### src/rtl/lic_pkg.sv
package lic_pkg;
  localparam logic [7:0] OFF_PEND0 = 8'h00;
  localparam logic [7:0] OFF_PEND1 = 8'h04;
  localparam logic [7:0] OFF_ROUTE = 8'h20;
  localparam logic [7:0] OFF_RAW   = 8'h30;
  localparam logic [7:0] OFF_ENSET = 8'h34;
  localparam logic [7:0] OFF_ENCLR = 8'h38;

  typedef enum logic [2:0] {
    RD_NONE,
    RD_PEND0,
    RD_PEND1,
    RD_ROUTE,
    RD_RAW,
    RD_EN
  } rdSel_e;

  typedef struct packed {
    logic   setEn;
    logic   clrEn;
    logic   wrRoute;
    rdSel_e rdSel;
  } ctrlStrobe_t;
endpackage

### src/rtl/lic_ctrl.sv
module lic_ctrl
  import lic_pkg::*;
#(
  parameter int ADDR_W = 8
) (
  input  logic              clk,
  input  logic              rstN,
  input  logic              busWrEn,
  input  logic [ADDR_W-1:0] busAddr,
  output ctrlStrobe_t       strobe
);
  localparam logic [ADDR_W-1:0] A_PEND0 = ADDR_W'(OFF_PEND0);
  localparam logic [ADDR_W-1:0] A_PEND1 = ADDR_W'(OFF_PEND1);
  localparam logic [ADDR_W-1:0] A_ROUTE = ADDR_W'(OFF_ROUTE);
  localparam logic [ADDR_W-1:0] A_RAW   = ADDR_W'(OFF_RAW);
  localparam logic [ADDR_W-1:0] A_ENSET = ADDR_W'(OFF_ENSET);
  localparam logic [ADDR_W-1:0] A_ENCLR = ADDR_W'(OFF_ENCLR);

  always_comb begin
    strobe = '{setEn: 1'b0, clrEn: 1'b0, wrRoute: 1'b0, rdSel: RD_NONE};
    unique case (busAddr)
      A_PEND0: strobe.rdSel = RD_PEND0;
      A_PEND1: strobe.rdSel = RD_PEND1;
      A_ROUTE: begin
        strobe.rdSel   = RD_ROUTE;
        strobe.wrRoute = busWrEn;
      end
      A_RAW:   strobe.rdSel = RD_RAW;
      A_ENSET: begin
        strobe.rdSel = RD_EN;
        strobe.setEn = busWrEn;
      end
      A_ENCLR: strobe.clrEn = busWrEn;
      default: strobe.rdSel = RD_NONE;
    endcase
  end


  one_write_strobe_chk: assert property (@(posedge clk) disable iff (!rstN)
    $onehot0({strobe.setEn, strobe.clrEn, strobe.wrRoute}));


  no_strobe_without_write_chk: assert property (@(posedge clk) disable iff (!rstN)
    !busWrEn |-> !(strobe.setEn || strobe.clrEn || strobe.wrRoute));
endmodule

### src/rtl/lic_datapath.sv
module lic_datapath
  import lic_pkg::*;
#(
  parameter int NUM_SRC     = 32,
  parameter int SYNC_STAGES = 2,
  parameter int GLOBAL_BIT  = 31
) (
  input  logic               clk,
  input  logic               rstN,
  input  ctrlStrobe_t        strobe,
  input  logic [NUM_SRC-1:0] wrData,
  input  logic [NUM_SRC-1:0] irqLines,
  output logic [NUM_SRC-1:0] rdData,
  output logic [1:0]         cpuIrq
);
  localparam int NUM_OUT = 2;

  logic [NUM_SRC-1:0] syncStg [SYNC_STAGES];
  logic [NUM_SRC-1:0] rawLvl;
  logic [NUM_SRC-1:0] enMask;
  logic [NUM_SRC-1:0] routeSel;
  logic [NUM_SRC-1:0] pend [NUM_OUT];
  logic               globalEn;

  always_ff @(posedge clk or negedge rstN) begin
    if (!rstN) syncStg[0] <= '0;
    else       syncStg[0] <= irqLines;
  end

  for (genvar s = 1; s < SYNC_STAGES; s++) begin : g_sync
    always_ff @(posedge clk or negedge rstN) begin
      if (!rstN) syncStg[s] <= '0;
      else       syncStg[s] <= syncStg[s-1];
    end
  end

  assign rawLvl   = syncStg[SYNC_STAGES-1];
  assign globalEn = enMask[GLOBAL_BIT];

  always_ff @(posedge clk or negedge rstN) begin
    if (!rstN) begin
      enMask   <= '0;
      routeSel <= '0;
    end else begin
      if (strobe.setEn)   enMask   <= enMask | wrData;
      if (strobe.clrEn)   enMask   <= enMask & ~wrData;
      if (strobe.wrRoute) routeSel <= wrData;
    end
  end

  for (genvar o = 0; o < NUM_OUT; o++) begin : g_out
    logic [NUM_SRC-1:0] routeMatch;
    assign routeMatch = (o == 0) ? ~routeSel : routeSel;
    assign pend[o]    = rawLvl & enMask & routeMatch;

    always_ff @(posedge clk or negedge rstN) begin
      if (!rstN) cpuIrq[o] <= 1'b0;
      else       cpuIrq[o] <= globalEn && (pend[o] != '0);
    end


    gate_blocks_out_chk: assert property (@(posedge clk) disable iff (!rstN)
      cpuIrq[o] |-> $past(enMask[GLOBAL_BIT]));
  end

  always_comb begin
    unique case (strobe.rdSel)
      RD_PEND0: rdData = pend[0];
      RD_PEND1: rdData = pend[1];
      RD_ROUTE: rdData = routeSel;
      RD_RAW:   rdData = rawLvl;
      RD_EN:    rdData = enMask;
      default:  rdData = '0;
    endcase
  end


  set_takes_effect_chk: assert property (@(posedge clk) disable iff (!rstN)
    strobe.setEn |=> ((enMask & $past(wrData)) == $past(wrData)));


  clear_takes_effect_chk: assert property (@(posedge clk) disable iff (!rstN)
    strobe.clrEn |=> ((enMask & $past(wrData)) == '0));


  mask_stable_chk: assert property (@(posedge clk) disable iff (!rstN)
    !(strobe.setEn || strobe.clrEn) |=> $stable(enMask));


  route_exclusive_chk: assert property (@(posedge clk) disable iff (!rstN)
    (pend[0] & pend[1]) == '0);


  gate_off_low_chk: assert property (@(posedge clk) disable iff (!rstN)
    !globalEn |=> (cpuIrq == 2'b00));
endmodule

### src/rtl/lvl_irq_ctrl.sv
module lvl_irq_ctrl
  import lic_pkg::*;
#(
  parameter int ADDR_W      = 8,
  parameter int NUM_SRC     = 32,
  parameter int SYNC_STAGES = 2
) (
  input  logic               clk,
  input  logic               rstN,
  input  logic               busWrEn,
  input  logic [ADDR_W-1:0]  busAddr,
  input  logic [NUM_SRC-1:0] busWrData,
  output logic [NUM_SRC-1:0] busRdData,
  input  logic [NUM_SRC-1:0] irqLines,
  output logic               cpuIrq0,
  output logic               cpuIrq1
);
  localparam int GLOBAL_BIT = NUM_SRC - 1;

  ctrlStrobe_t strobe;
  logic [1:0]  irqVec;

  lic_ctrl #(.ADDR_W(ADDR_W)) u_ctrl (
    .clk     (clk),
    .rstN    (rstN),
    .busWrEn (busWrEn),
    .busAddr (busAddr),
    .strobe  (strobe)
  );

  lic_datapath #(
    .NUM_SRC     (NUM_SRC),
    .SYNC_STAGES (SYNC_STAGES),
    .GLOBAL_BIT  (GLOBAL_BIT)
  ) u_dp (
    .clk      (clk),
    .rstN     (rstN),
    .strobe   (strobe),
    .wrData   (busWrData),
    .irqLines (irqLines),
    .rdData   (busRdData),
    .cpuIrq   (irqVec)
  );

  assign cpuIrq0 = irqVec[0];
  assign cpuIrq1 = irqVec[1];
endmodule

### config.mk
export PLATFORM = sky130hd
export DESIGN_NAME = lvl_irq_ctrl
export DESIGN_NICKNAME = d
export VERILOG_FILES = /design/src/rtl/lic_pkg.sv /design/src/rtl/lic_ctrl.sv /design/src/rtl/lic_datapath.sv /design/src/rtl/lvl_irq_ctrl.sv
export SDC_FILE = /design/constraint.sdc
export NUM_CORES = 1
export LEC_CHECK = 0
export ABC_AREA = 1
export CORE_MARGIN = 10
export CORE_UTILIZATION = 50
export CTS_BUF_LIST = sky130_fd_sc_hd__clkbuf_16
export CTS_CLUSTER_DIAMETER = 200
export CTS_CLUSTER_SIZE = 14
export DETAILED_ROUTE_END_ITERATION = 12
export GPL_ROUTABILITY_DRIVEN = 0
export PLACE_DENSITY_LB_ADDON = 0.08
export SYNTH_ARGS = -nofsm -noshare
export SYNTH_HDL_FRONTEND = slang
export SYNTH_SLANG_ARGS = --single-unit
### constraint.sdc
create_clock -name clk -period 1.86 [get_ports clk]
set_input_delay 0.372 -clock clk [delete_from_list [all_inputs] [get_ports clk]]
set_output_delay 0.372 -clock clk [all_outputs]
set_load 0.02 [all_outputs]
; After elaboration in Yosys (flattened, before gate mapping)
; Index checks and enable logic that the tools add are counted.
[classes]
eq_ne = 10
mux = 7
bitwise = 7
reduce_logical = 6
[op_table]
columns = cell, count
row1 = case mux 32 bit (5 select lines), 1
row2 = AND 32 bit, 4
row3 = two-way mux 32 bit, 2
row4 = NOT 32 bit, 2
row5 = nonzero test 32 bit, 2
row6 = equality test 8 x 6 -> 1 bit (second input constant), 4
row7 = bitwise OR 32 bit, 1
row8 = case mux 3 bit (5 select lines), 1
row9 = equality test 8 x 3 -> 1 bit (second input constant), 1
row10 = zero test 8 bit, 1
row11 = equality test 3 x 2 -> 1 bit (second input constant), 2
row12 = equality test 3 bit (second input constant), 2
row13 = equality test 3 x 1 -> 1 bit (second input constant), 1
row14 = two-way mux 1 bit, 3
row15 = logical AND 1 bit, 2
row16 = nonzero test 2 bit, 1
[word_totals]
reg_bits = 130
input_bits = 75
output_inout_bits = 34
word_cells = 36

; Longest topological paths before layout
; Gate-level depths: netlist (run 1).
[depth]
word_depth = 4
ltp_mapped = 9
ltp_nobuf = 9

; Modules after synthesis
; From an unflattened synthesis (run 1), not the netlist that was laid out.
[unflattened]
cells_unflattened = 753
hier_area_um2 = 6192.2
[by_module_without_submodules]
columns = mod, instances, cells_each, area_each_um2, seq_area_each_um2
row1 = lic_datapath, 1, 720, 6017.0, 3253.1
row2 = lic_ctrl, 1, 33, 175.2, 0.0

; Least setup slack after synthesis (run 1)
; Ideal clock, no wire load.
[synth_timing]
path_type = input to output
from = input busAddr[3]
to = output busRdData[30]
arrival_ns = 1.391
t_required_ns = 1.488
slack_ns = 0.097
stages = 8
cell_sequence = inv_1 -> nand3_2 -> nor2_4 -> inv_2 -> buf_2 -> o21ai_0 -> nor2_1 -> nand2_1
[synth_between]
elab_chain_len = 4
elab_cells_between_ends = 12
cone_classes = 9 x eq/ne / 2 x mux / 1 x reduce/logical
[synth_rtl]
columns = item, line_no
row1 = "start, declared", lvl_irq_ctrl.sv:11  ; input logic [ADDR_W-1:0] busAddr,
row2 = "equality test 8 x 6 -> 1 bit, or another cell as far along", lic_ctrl.sv:21  ; unique case (busAddr)
row3 = case mux 3 bit (5 select lines) (*), lic_ctrl.sv:21
row4 = "equality test 3 bit, or another cell as far along", lic_datapath.sv:67  ; unique case (strobe.rdSel)
row5 = case mux 32 bit (5 select lines) (*), lic_datapath.sv:67
row6 = "end, declared", lvl_irq_ctrl.sv:13  ; output logic [NUM_SRC-1:0] busRdData,
; Every way passes the cells marked *; elsewhere a longest branch is shown, timed or not.

; Worst setup path after layout (run 1)
[layout_timing]
from = input busAddr[1]
to = output busRdData[17]
; Same word-level chain as after synthesis.

==> flow_summary.json, run 1 <==
{
  "min_path_cells": 0,
  "cp.required_ps": 1490,
  "slew_viol_final": 0,
  "synth_top_cell_area_share_pct": 51.3,
  "finalSetupViolations": 32,
  "setup_tns_ps": -4830,
  "cts_tree": "built",
  "crit_fanout": 5,
  "wl_per_cell_um": 17.0,
  "status": "complete, but fails checks",
  "htreeDepth": 4,
  "die_width_um": 133,
  "crit_arrival_ps": 1700,
  "leakagePower_nw": 4.68,
  "finalClockSkew_ps": 6.43,
  "port_buffers": 108,
  "ys.flop_type": "dfrtp_1",
  "ys_seq_area_share_pct": 51.3,
  "synthTopCellsByArea": "dfrtp_1 51%, nand2_1 12%, inv_1 9.1%",
  "avgSynthCellArea_sq_um": 7.53,
  "dp_cells": 1172,
  "num_io_pins": 109,
  "final-instance-count-excl-fill": 1229,
  "rsz0062_at_grt": "true",
  "cp-end-kind": "primary output",
  "cts.clk_slew.worst_paths_ps": 60,
  "synthDistinctLibCells": 22,
  "synth-adder-area-share_pct": 0,
  "clock_latency_ps": 430,
  "root_buffer": "clkbuf_16",
  "p_per_area_nw_per_um2": 759,
  "first_global_vias": 6753,
  "fp-row-count": 41,
  "ir_worst_vdd_uv": 919,
  "grt_pass1_wl_um": 32800,
  "synth_seq_cells": 130,
  "vias_per_cell": 5.29,
  "synth_cells": 843,
  "start_util_pct": 50.7,
  "synthMuxAreaShare_pct": 0,
  "area_delta_synth_final_pct": 48.0,
  "synth_top_family_by_area": "simple AND/OR/NAND/NOR gates",
  "drv_cap": 0,
  "numCtsBuffers": 17,
  "drtIter0Drc": 469,
  "syn_nets": 918,
  "tightest_slew_ps": 441,
  "finalHoldViolations": 0,
  "dieArea_sq_um": 17600,
  "period_share_pct": 111,
  "start_kind": "primary input",
  "overflow": 0,
  "r2r_cells": 7,
  "fin_area_sq_um": 9390,
  "fin_crit_ps": 2070,
  "track_usage_pct": 23.2,
  "n_antenna_cell": 0,
  "hold_path_class": "flip-flop to flip-flop",
  "async_flop_share_pct": 100,
  "grt_max_degree": 53,
  "layout_setup_ws_ps": -208,
  "synth_top_area_cell": "dfrtp_1",
  "nNetsFinal": 1119,
  "fillers": 925,
  "drc": 0,
  "synth_xor_area_share_pct": 0,
  "hpwl_um": 13400,
  "violations": "setup timing",
  "max_slew_margin_pct": 70.6,
  "critPathKind": "primary input to primary output",
  "yosys_warnings": 0,
  "clockBufferDepth": 2,
  "antenna_left": 0,
  "post-synth-top-count-cell": "nand2_1",
  "synth_edf_count": 0,
  "drive_above_1_share_pct": 22.5,
  "dieHeight_um": 133,
  "vias": 6500,
  "antenna_found_initial": 0,
  "first_pass_iters": 7,
  "drt_wl_total_um": 20900,
  "post_dp_cell_area_sq_um": 8170,
  "cts.sinks": 130,
  "max_freq_mhz": 484,
  "synth_common_cells": "209 x nand2_1, 153 x inv_1, 130 x dfrtp_1",
  "netlist_area_sq_um": 6340,
  "core_sq_um": 12500,
  "synth-simple-area-share_pct": 27.0,
  "synth-compound-area-share_pct": 10.2
}
==> cell usage in the layout (no fill, tap or decap), drive strengths merged <==
cell and n:
nand4 14, clkdlybuf4s50 67, nand3 69, clkbuf 20, clkinvlp 4, bufinv 2
dlygate4sd3 1, dfrtp 130, clkinv 7, inv 159, buf 137, o21ai 79
nor3 2, nand3b 1, a21oi 34, nand2 210, o31ai 11, nor2 110
==> stage by stage <==
step                hold WS (ps)  power [mW]  setup slack [ps]  utilization (%)
detailed placement           335        3.81              -976             65.2
floorplan                   76.4        3.36              97.3                -
global route                 356        7.38              -282             75.0
global placement             331        3.78              -937             65.2
finish                       347        7.13              -208             75.0
CTS                          348        7.13              -169             73.6
==> worst max-delay path, stage by stage <==
cell	delay (ps)
buf_8	100
nor2_4	130
nand3_4	100
buf_6	130
nor2_4	140
buf_6	140
buf_8	120
buf_6	90
nand2_2	30
o31ai_1	50
inv_1	80
nand2_2	80
buf_6	120
==> kinds of logic after synthesis <==
| kind of cell | count (synthesis) |
|---|---|
| buffers and inverters | 183 |
| flip-flops | 130 |
| AND/OR/NAND/NOR | 406 |
| AO/OA/AOI/OAI | 124 |
==> layout make-up <==
class / count / area, sq um / area share, %
well taps: 172 / 215 / 2.29
multi-input cells: 530 / 2610 / 27.8
inverters: 157 / 597 / 6.35
clock buffers: 17 / 425 / 4.53
flip-flops and latches: 130 / 3250 / 34.6
clock inverters: 15 / 161 / 1.72
repair buffers: 208 / 2130 / 22.7
==> routing by layer <==
metal  GRT usage [%]  wire [um]  share of wire (%)  vias to the layer above
met2            40.6      10700                 51                      278
met4            9.96        637                3.0                        0
met5               0          0                  0                        -
met3            6.55       1330                6.3                       65
met1            25.7       8230                 39                     3133
li1                -          -                  -                     3024
==> final timing paths <==
kind | start | to | slack [ps]
worst max-delay path | busAddr[1] | busRdData[17] | -210
worst min-delay path | u_dp.syncStg[53] | u_dp.rawLvl[21] | 350
worst max register to register | u_dp.g_out[1].routeMatch[16] | u_dp.cpuIrq[1] | 460
worst min register to register | u_dp.syncStg[53] | u_dp.rawLvl[21] | 350
max in group asynchronous | rstN | u_dp.syncStg[58] | 800
min in group asynchronous | rstN | u_dp.rawLvl[6] | 430
==> power by group <==
part / switching, mW / total (mW) / internal [mW]
registers: 0.111 / 3.09 / 2.98
clock network: 1.32 / 3.30 / 1.98
logic: 0.378 / 0.742 / 0.364
==> what timing repair did <==
action                                  4_1_cts  5_1_grt
pin swaps                                    23       25
endpoints found under the setup margin       32       32
hold buffers                                  1        0
resized for setup                           300       42
gates cloned                                  4        3
hold endpoints to repair                     30        0
setup buffers                                17        3
No activity file was read; power rests on OpenSTA's default activity.
==> inputs of run 2 (changes only) <==
- PLACE_DENSITY: unset -> 0.86
- PLACE_DENSITY_LB_ADDON: 0.08 -> unset
==> run 2 against run 1 <==
The run still ends with setup timing left. Combinational power is 0.8% lower. Die area stayed put. Sequential cell count stayed put. Sequential share of layout area is 0.89 points higher. Clock power is 8.8% lower. Total power is 4.3% lower. Global-route usage is 0.77 points lower. Setup slack better by 18 ps. Non-clock buffer count is 8 lower. First-iteration DRC count is 48% higher. Clock skew is 1.4 ps higher. Critical path type unchanged. Core utilization is 1.9 points lower.
==> flow_summary.json, run 2 (synthesis gave the netlist of run 1 again) <==
{
  "first_pass_iters": 6,
  "period_share_pct": 110,
  "vias_per_cell": 5.26,
  "area_delta_synth_final_pct": 44.3,
  "port_buffers": 108,
  "status": "complete, but fails checks",
  "grt_pass1_wl_um": 31400,
  "finalHoldViolations": 0,
  "leakagePower_nw": 4.51,
  "final-instance-count-excl-fill": 1220,
  "crit_arrival_ps": 1680,
  "cts.clk_slew.worst_paths_ps": 60,
  "critPathKind": "primary input to primary output",
  "core_sq_um": 12500,
  "tightest_slew_ps": 496,
  "hpwl_um": 12900,
  "max_slew_margin_pct": 67.0,
  "start_kind": "primary input",
  "crit_path_max_incr_delay_ps": 220,
  "layout_setup_ws_ps": -189,
  "numCtsBuffers": 17,
  "cp-end-kind": "primary output",
  "multi_input_area_sq_um": 2600,
  "crit_fanout": 8,
  "cp.required_ps": 1490,
  "n_antenna_cell": 0,
  "cts.sinks": 130,
  "finalClockSkew_ps": 7.86,
  "setup_tns_ps": -3600,
  "drt_wl_total_um": 19700,
  "antenna_found_initial": 1,
  "final_common_cell": "nand2_1",
  "fillers": 894,
  "drv_cap": 0,
  "p_per_area_nw_per_um2": 745,
  "nNetsFinal": 1112,
  "wl_per_cell_um": 16.2,
  "fp-row-count": 41,
  "num_io_pins": 109,
  "htreeDepth": 4,
  "path_cells": "buf_8 > nor2_4 > nand3_4 > nor2_4 > buf_6 > inv_8 > o21ai_2 > nor2_1 > nand2_1 > buf_6",
  "first_global_vias": 6293,
  "cts_tree": "built",
  "cpMaxStageDelayCell": "nor2_4",
  "antenna_left": 0,
  "overflow": 0,
  "rsz0062_at_grt": "true",
  "grt_max_degree": 50,
  "max_freq_mhz": 488,
  "dieHeight_um": 133,
  "drive_above_1_share_pct": 21.7,
  "die_width_um": 133,
  "most-common-layout-cells": "188 x nand2_1, 149 x inv_1, 130 x dfrtp_1, 100 x nor2_1, 73 x buf_4",
  "drtIter0Drc": 695,
  "dieArea_sq_um": 17600,
  "slew_viol_final": 0,
  "regArea_sq_um": 3250,
  "finalSetupViolations": 32,
  "track_usage_pct": 22.4,
  "fin_crit_ps": 2050,
  "dp_cells": 1175,
  "total_power_mw": 6.82,
  "clock_latency_ps": 430,
  "ir_worst_vdd_uv": 912,
  "drc": 0,
  "violations": "setup timing",
  "hold_path_class": "flip-flop to flip-flop",
  "start_util_pct": 50.7,
  "clockBufferDepth": 2,
  "vias": 6423,
  "root_buffer": "clkbuf_16"
}
run 2: cell count changes in the layout (fill, tap and decap cells not counted), sizes merged:
| cell | change |
|---|---|
| buf | -7 |
| clkbuf | -3 |
| clkdlybuf4s15 | +2 |
| bufinv | -1 |
| clkinv | +1 |
| inv | -1 |
run 2: layout make-up:
class / instances / area share, %
Sequential cell: 130 / 35.5
Timing Repair inverter: 1 / 0.0683
Inverter: 157 / 6.57
Tap cell: 172 / 2.35
Multi-Input combinational cell: 530 / 28.4
Timing Repair Buffer: 200 / 21.4
Clock inverter: 13 / 1.07
Clock buffer: 17 / 4.65
run 2: power breakdown:
group	leakage, nW	switching, mW	internal (mW)
Sequential	1.50	0.104	2.98
Combinational	2.77	0.377	0.359
Clock	0.244	1.22	1.79
run 2: repair_timing:
item                                    CTS  global route
endpoints found under the setup margin   32            32
resized for setup                       307            35
hold buffers                              1             0
cloned                                    4             0
endpoints found under the hold margin    32             0
buffers inserted                         10             2
pin swaps                                20            18
run 2: metal layers:
layer	part of all wire, %	wire (um)	GRT usage (%)	vias to the layer above
li1	-	-	-	3002
met4	5.5	1080	13.0	0
met5	0	0	0	-
met3	8.8	1730	7.91	97
met1	39	7630	25.6	2958
met2	47	9300	35.7	366
run 2: stage by stage:
stage          utilization, %  setup slack, ps  hold slack (ps)  area [sq um]
2_1_floorplan               -             97.3             76.4          6340
3_3_place_gp             65.3             -958              332          8180
3_5_place_dp             65.3            -1010              335          8180
4_1_cts                  72.4             -123              345          9070
5_1_grt                  73.2             -238              352          9160
6_report                 73.2             -189              345          9160
run 2: worst max-delay path, delay by kind of cell:
kind            cells  cell delay, ps
buf+inv             4             430
compound gates      1             140
simple gates        5             720
run 2: worst paths after layout:
check,startpoint,end,slack (ps),depth (start not counted)
setup / recovery,busAddr[7],busRdData[7],-190,10
hold / removal,u_dp.syncStg[49],u_dp.rawLvl[17],340,0
setup reg to reg,flip-flop,u_dp.cpuIrq[0],430,7
hold reg to reg,u_dp.syncStg[49],u_dp.rawLvl[17],340,0
max in group asynchronous,rstN,u_dp.g_out[1].routeMatch[17],790,3
min in group asynchronous,rstN,u_dp.rawLvl[8],450,2
